File: src/rtl/ddr_burst_pkg.sv
package ddr_burst_pkg;
  localparam int BEAT_W = 3;  // log2 of the longest burst

  typedef enum logic {
    ORD_SEQ = 1'b0,
    ORD_ILV = 1'b1
  } burst_ord_e;

  typedef logic [1:0] bl_log2_t;

  function automatic logic bl_code_ok(input logic [2:0] code);
    return (code[2] == 1'b0) && (code[1:0] != 2'b00);
  endfunction

  function automatic logic [BEAT_W-1:0] bl_mask(input bl_log2_t bl);
    return ~({BEAT_W{1'b1}} << bl);
  endfunction
endpackage

File: src/rtl/burst_mode_reg.sv
module burst_mode_reg
  import ddr_burst_pkg::*;
(
  input  logic        clk_i,
  input  logic        rst_ni,
  input  logic        ld_i,
  input  logic [15:0] word_i,
  output bl_log2_t    bl_o,
  output burst_ord_e  ord_o,
  output logic        err_o
);
  logic       base_sel;
  logic [2:0] code;

  assign base_sel = (word_i[15:14] == 2'b00);
  assign code     = word_i[2:0];

  always_ff @(posedge clk_i or negedge rst_ni) begin
    if (!rst_ni) begin
      bl_o  <= 2'd1;
      ord_o <= ORD_SEQ;
      err_o <= 1'b0;
    end else begin
      err_o <= 1'b0;
      if (ld_i && base_sel) begin
        if (bl_code_ok(code)) begin
          bl_o  <= code[1:0];
          ord_o <= burst_ord_e'(word_i[3]);
        end else begin
          err_o <= 1'b1;
        end
      end
    end
  end

  assert_reserved_kept_R3: assert property (@(posedge clk_i) disable iff (!rst_ni)
    (ld_i && base_sel && !bl_code_ok(code)) |=> (err_o && $stable(bl_o) && $stable(ord_o)));

  assert_bank_ignored_R4: assert property (@(posedge clk_i) disable iff (!rst_ni)
    (ld_i && !base_sel) |=> (!err_o && $stable(bl_o) && $stable(ord_o)));

  assert_err_pulse_R3: assert property (@(posedge clk_i) disable iff (!rst_ni)
    !ld_i |=> !err_o);
endmodule

File: src/rtl/burst_beat_ctr.sv
module burst_beat_ctr
  import ddr_burst_pkg::*;
#(
  parameter int COL_W = 10
) (
  input  logic              clk_i,
  input  logic              rst_ni,
  input  logic              cmd_i,
  input  logic [COL_W-1:0]  start_col_i,
  input  bl_log2_t          bl_i,
  input  burst_ord_e        ord_i,
  output logic              act_o,
  output logic              last_o,
  output logic [BEAT_W-1:0] beat_o,
  output logic [COL_W-1:0]  base_o,
  output bl_log2_t          bl_o,
  output burst_ord_e        ord_o
);
  logic [BEAT_W-1:0] end_beat;

  assign end_beat = bl_mask(bl_o);
  assign last_o   = act_o && (beat_o == end_beat);

  always_ff @(posedge clk_i or negedge rst_ni) begin
    if (!rst_ni) begin
      act_o  <= 1'b0;
      beat_o <= '0;
      base_o <= '0;
      bl_o   <= 2'd1;
      ord_o  <= ORD_SEQ;
    end else if (cmd_i) begin
      act_o  <= 1'b1;
      beat_o <= '0;
      base_o <= start_col_i;
      bl_o   <= bl_i;
      ord_o  <= ord_i;
    end else if (act_o) begin
      if (last_o) act_o <= 1'b0;
      else        beat_o <= beat_o + 1'b1;
    end
  end

  assert_cmd_starts_R5: assert property (@(posedge clk_i) disable iff (!rst_ni)
    cmd_i |=> (act_o && beat_o == '0));

  assert_stop_after_last_R8: assert property (@(posedge clk_i) disable iff (!rst_ni)
    (last_o && !cmd_i) |=> !act_o);

  assert_setting_held_R11: assert property (@(posedge clk_i) disable iff (!rst_ni)
    (act_o && !cmd_i) |=> ($stable(bl_o) && $stable(ord_o) && $stable(base_o)));
endmodule

File: src/rtl/burst_addr_gen.sv
module burst_addr_gen
  import ddr_burst_pkg::*;
#(
  parameter int COL_W = 10
) (
  input  logic [COL_W-1:0]  base_i,
  input  logic [BEAT_W-1:0] beat_i,
  input  bl_log2_t          bl_i,
  input  burst_ord_e        ord_i,
  output logic [COL_W-1:0]  col_o
);
  logic [BEAT_W-1:0] mask, lo_start, lo_step, lo_out;

  always_comb begin
    mask     = bl_mask(bl_i);
    lo_start = base_i[BEAT_W-1:0];
    lo_step  = (ord_i == ORD_ILV) ? (lo_start ^ beat_i) : (lo_start + beat_i);
    lo_out   = (lo_start & ~mask) | (lo_step & mask);
  end

  generate
    if (COL_W > BEAT_W) begin : g_hi
      assign col_o = {base_i[COL_W-1:BEAT_W], lo_out};
    end else begin : g_narrow
      assign col_o = lo_out[COL_W-1:0];
    end
  endgenerate
endmodule

File: src/rtl/ddr_burst_colseq.sv
module ddr_burst_colseq
  import ddr_burst_pkg::*;
#(
  parameter int COL_W = 10
) (
  input  logic             clk_i,
  input  logic             rst_ni,
  input  logic             mode_ld_i,
  input  logic [15:0]      mode_word_i,
  input  logic             cmd_i,
  input  logic [COL_W-1:0] start_col_i,
  output logic [COL_W-1:0] col_o,
  output logic             col_vld_o,
  output logic             col_last_o,
  output logic             mode_err_o
);
  bl_log2_t          mode_bl, burst_bl;
  burst_ord_e        mode_ord, burst_ord;
  logic [BEAT_W-1:0] beat;
  logic [COL_W-1:0]  base;
  logic [BEAT_W-1:0] cur_mask;

  burst_mode_reg u_mode (
    .clk_i  (clk_i),
    .rst_ni (rst_ni),
    .ld_i   (mode_ld_i),
    .word_i (mode_word_i),
    .bl_o   (mode_bl),
    .ord_o  (mode_ord),
    .err_o  (mode_err_o)
  );

  burst_beat_ctr #(.COL_W(COL_W)) u_ctr (
    .clk_i       (clk_i),
    .rst_ni      (rst_ni),
    .cmd_i       (cmd_i),
    .start_col_i (start_col_i),
    .bl_i        (mode_bl),
    .ord_i       (mode_ord),
    .act_o       (col_vld_o),
    .last_o      (col_last_o),
    .beat_o      (beat),
    .base_o      (base),
    .bl_o        (burst_bl),
    .ord_o       (burst_ord)
  );

  burst_addr_gen #(.COL_W(COL_W)) u_addr (
    .base_i (base),
    .beat_i (beat),
    .bl_i   (burst_bl),
    .ord_i  (burst_ord),
    .col_o  (col_o)
  );

  assign cur_mask = bl_mask(burst_bl);

  assert_first_beat_R5: assert property (@(posedge clk_i) disable iff (!rst_ni)
    cmd_i |=> (col_o == $past(start_col_i)));

  assert_upper_fixed_R6: assert property (@(posedge clk_i) disable iff (!rst_ni)
    (col_vld_o && !col_last_o && !cmd_i) |=>
      ((col_o & ~COL_W'(cur_mask)) == ($past(col_o) & ~COL_W'(cur_mask))));

  assert_seq_step_R6: assert property (@(posedge clk_i) disable iff (!rst_ni)
    (col_vld_o && !col_last_o && !cmd_i && burst_ord == ORD_SEQ) |=>
      ((col_o[BEAT_W-1:0] & cur_mask) == (($past(col_o[BEAT_W-1:0]) + 1'b1) & cur_mask)));

  assert_last_only_valid_R8: assert property (@(posedge clk_i) disable iff (!rst_ni)
    col_last_o |-> col_vld_o);
endmodule

File: config.mk
export PLATFORM = sky130hd
export DESIGN_NAME = ddr_burst_colseq
export DESIGN_NICKNAME = d
export VERILOG_FILES = /design/src/rtl/ddr_burst_pkg.sv /design/src/rtl/burst_mode_reg.sv /design/src/rtl/burst_beat_ctr.sv /design/src/rtl/burst_addr_gen.sv /design/src/rtl/ddr_burst_colseq.sv
export SDC_FILE = /design/constraint.sdc
export NUM_CORES = 1
export LEC_CHECK = 0
export ABC_AREA = 1
export BUFFER_PORTS_ARGS = -buffer_cell sky130_fd_sc_hd__buf_2
export CORE_MARGIN = 4
export CORE_UTILIZATION = 40
export CTS_CLUSTER_SIZE = 40
export DETAILED_ROUTE_END_ITERATION = 12
export GPL_ROUTABILITY_DRIVEN = 0
export PLACE_DENSITY = 0.8
export SETUP_SLACK_MARGIN = 0.1
export SYNTH_ARGS = -nofsm -noshare
export SYNTH_HDL_FRONTEND = slang
export SYNTH_SLANG_ARGS = --single-unit
File: constraint.sdc
create_clock -name clk_i -period 1.35 [get_ports clk_i]
set_input_delay 0.0675 -clock clk_i [delete_from_list [all_inputs] [get_ports clk_i]]
set_output_delay 0.0675 -clock clk_i [all_outputs]
set_load 0.01 [all_outputs]
==> reports/metrics.yaml <==
die_h_um: 59.8
grt_max_degree: 22
final_common_cell: "nand2_1"
grt_use_met2: 0.267
netlist_area_um2: 1070
critPathSlowestCell: "dfrtp_1"
maxSlewViolCount: 0
synth_adder_area_share: 0.0536
timing.fmax_mhz: 546
ys_seq_area_frac: 0.491
crit_arrival_ps: 1760
top_usage_layer: "met2"
clk_pin_slew_ps: 110
initial_core_util: 0.426
rsz0062_at_grt: "true"
hold_path.class: "in2reg"
wire_per_inst_um: 11.2
critical_path.cell_chain: "ha_1 > inv_1 > fa_2 > nor2_2 > a21oi_1 > o21ai_1 > xor2_1 > buf_2"
pin_count: 43
ir_drop_mv: 0.880
yosys.area_share.xor_xnor: 0.0163
critPathMaxFanout: 2
crit_type: "reg2out"
drive_above_1_share: 0.291
rows: 18
antenna_cells: 0
setup_tns_ps: -1250
drc_errors: 0
grt_pass1_wl_um: 4060
dieArea_um2: 3580
cap_viol_max_count: 0
postSynthCellCount: 130
violations: "negative setup slack"
h-tree-depth: 1
place_area_um2: 1230
cts_buffers: 3
final_cell_mix: "nand2_1 (47), buf_2 (32), dfrtp_1 (19)"
syn_avg_cell_area_um2: 8.27
cp-end-kind: "output pin"
cts_sinks: 21
finalClockSkew_ps: 2.13
r2r_slack_ps: 90
cts_tree: "done"
wirelength_um: 2310
async_reset_ff_frac: 1.00
slowest_delay_ps: 370
drtPass1Iterations: 4
clk_path_buf_depth: 2
synth_flop_cell: "dfrtp_1"
yosys.area_share.simple: 0.255
cp_top_family: "adder cells"
synth_cell_type_count: 20
fin_area_um2: 1430
synth_top_family_by_area: "simple AND/OR/NAND/NOR gates"
setup_slack_ps: -481
antenna_found_initial: 0
clock_latency_ps: 290
area_growth_pct: 32.6
fin_nets: 210
hold_viol_final: 0
status: "finished, violations left"
core_area_um2: 2520
drt_iter0_markers: 15
power.density_nw_per_um2: 1200
track_usage: 0.148
chipWidth_um: 59.8
cp-start-kind: "flip-flop"
tightest_slew_ps: 446
min_period_ps: 1830
critPathRequiredTime_ps: 1280
use_met1: 0.182
ant_nets: 0
overflow: 0
synth_warnings: 0
dpl.hpwl_um: 1730
synth_nets: 164
ys_seq_elements: 21
grt_pass1_vias: 989
synth_compound_area_frac: 0.0652
cp_num_buf_inv: 2
muxShareOfSynthArea: 0
vias: 983
synth_edf_count: 0
fin_crit_sh: 1.36
clk_root_buffer_cell: "clkbuf_4"
slew_headroom: 0.702
setup_viol: 4
via_per_inst: 4.80
io_buffer_count: 32
gr-usage-met3: 0.0302
cellLeakagePower_uw: 0.000777
==> per-stage QoR <==
step	setup slack (ps)	total power, µW	std cells	hold slack [ps]	util
floorplan	-155	1160	130	-228	-
global placement	-147	1320	186	30.5	0.490
detailed placement	-177	1350	186	48.4	0.490
CTS	-488	1710	204	3.50	0.561
global route	-576	1840	205	14.1	0.565
finish	-481	1720	205	16.7	0.565
==> cells by family after synthesis <==
kind of cell,after synthesis
xor+xnor,2
buf+inv,26
compound gates,14
flops,21
fa+ha+maj,4
simple gates,63
==> registers in the layout, summed over array words and instances, names as in the netlist <==
signal / count
u_ctr.beat_o: 3
u_ctr.act_o: 1
u_ctr.bl_o: 2
u_mode.bl_o: 2
u_ctr.ord_o: 1
u_mode.err_o: 1
u_mode.ord_o: 1
u_ctr.base_o: 10
==> cell usage after synthesis, drive strengths merged (2+ instances only) <==
master,count,share of area
nand3,5,0.035
nor2,3,0.010
buf,10,0.063
inv,16,0.056
nand2,50,0.18
ha,3,0.035
a21oi,3,0.014
o21ai,11,0.051
dfstp,2,0.049
dfrtp,19,0.44
nand4,3,0.017
xor2,2,0.016
==> per-layer routing <==
| metal | part of all wire | routed length, µm | vias to the layer above |
|---|---|---|---|
| li1 | - | - | 491 |
| met1 | 0.41 | 947 | 467 |
| met2 | 0.54 | 1240 | 25 |
| met3 | 0.051 | 117 | 0 |
| met4 | 0 | 0 | 0 |
| met5 | 0 | 0 | - |
==> path summary, 6_finish.rpt <==
check,endpoint,from,depth (start not counted)
max in group asynchronous,u_mode.bl_o[0]$_DFFE_PN1P_,rst_ni,2
min in group asynchronous,u_ctr.beat_o[2]$_DFFE_PN0P_,rst_ni,2
max reg2reg,u_ctr.beat_o[0]$_DFFE_PN0P_,u_ctr.bl_o[0]$_DFFE_PN1P_,7
max,col_o[2],u_ctr.base_o[0]$_DFFE_PN0P_,8
min reg2reg,u_ctr.base_o[7]$_DFFE_PN0P_,u_ctr.base_o[7]$_DFFE_PN0P_,2
min,u_mode.err_o$_DFF_PN0_,mode_ld_i,3
==> power by group <==
group	leakage (µW)	switching, µW	total, µW	internal (µW)
combinational	0.000503	348	618	270
sequential	0.000259	75.0	804	729
clock	0.0000150	179	294	115
total	0.000777	603	1720	1110
==> tightest hold or removal path: stages <==
cell and delay, ps:
buf_2 100, inv_1 70, nor4_1 50
==> cell type report <==
type | instances | area (µm²)
tap | 30 | 37.5
sequential | 21 | 528
inverter | 16 | 60.1
fill | 226 | 1100
timing repair buffer | 51 | 338
clock buffer | 4 | 26.3
multi-input combinational | 83 | 435
==> timing repair <==
item / 4_1_cts / 5_1_grt
pin swaps: 3 / 1
setup endpoints to repair: 5 / 8
endpoints found under the hold margin: 31 / 0
setup buffers: 0 / 1
resized for setup: 7 / 1
hold buffers: 14 / 0
(Power assumes the default switching activity.)
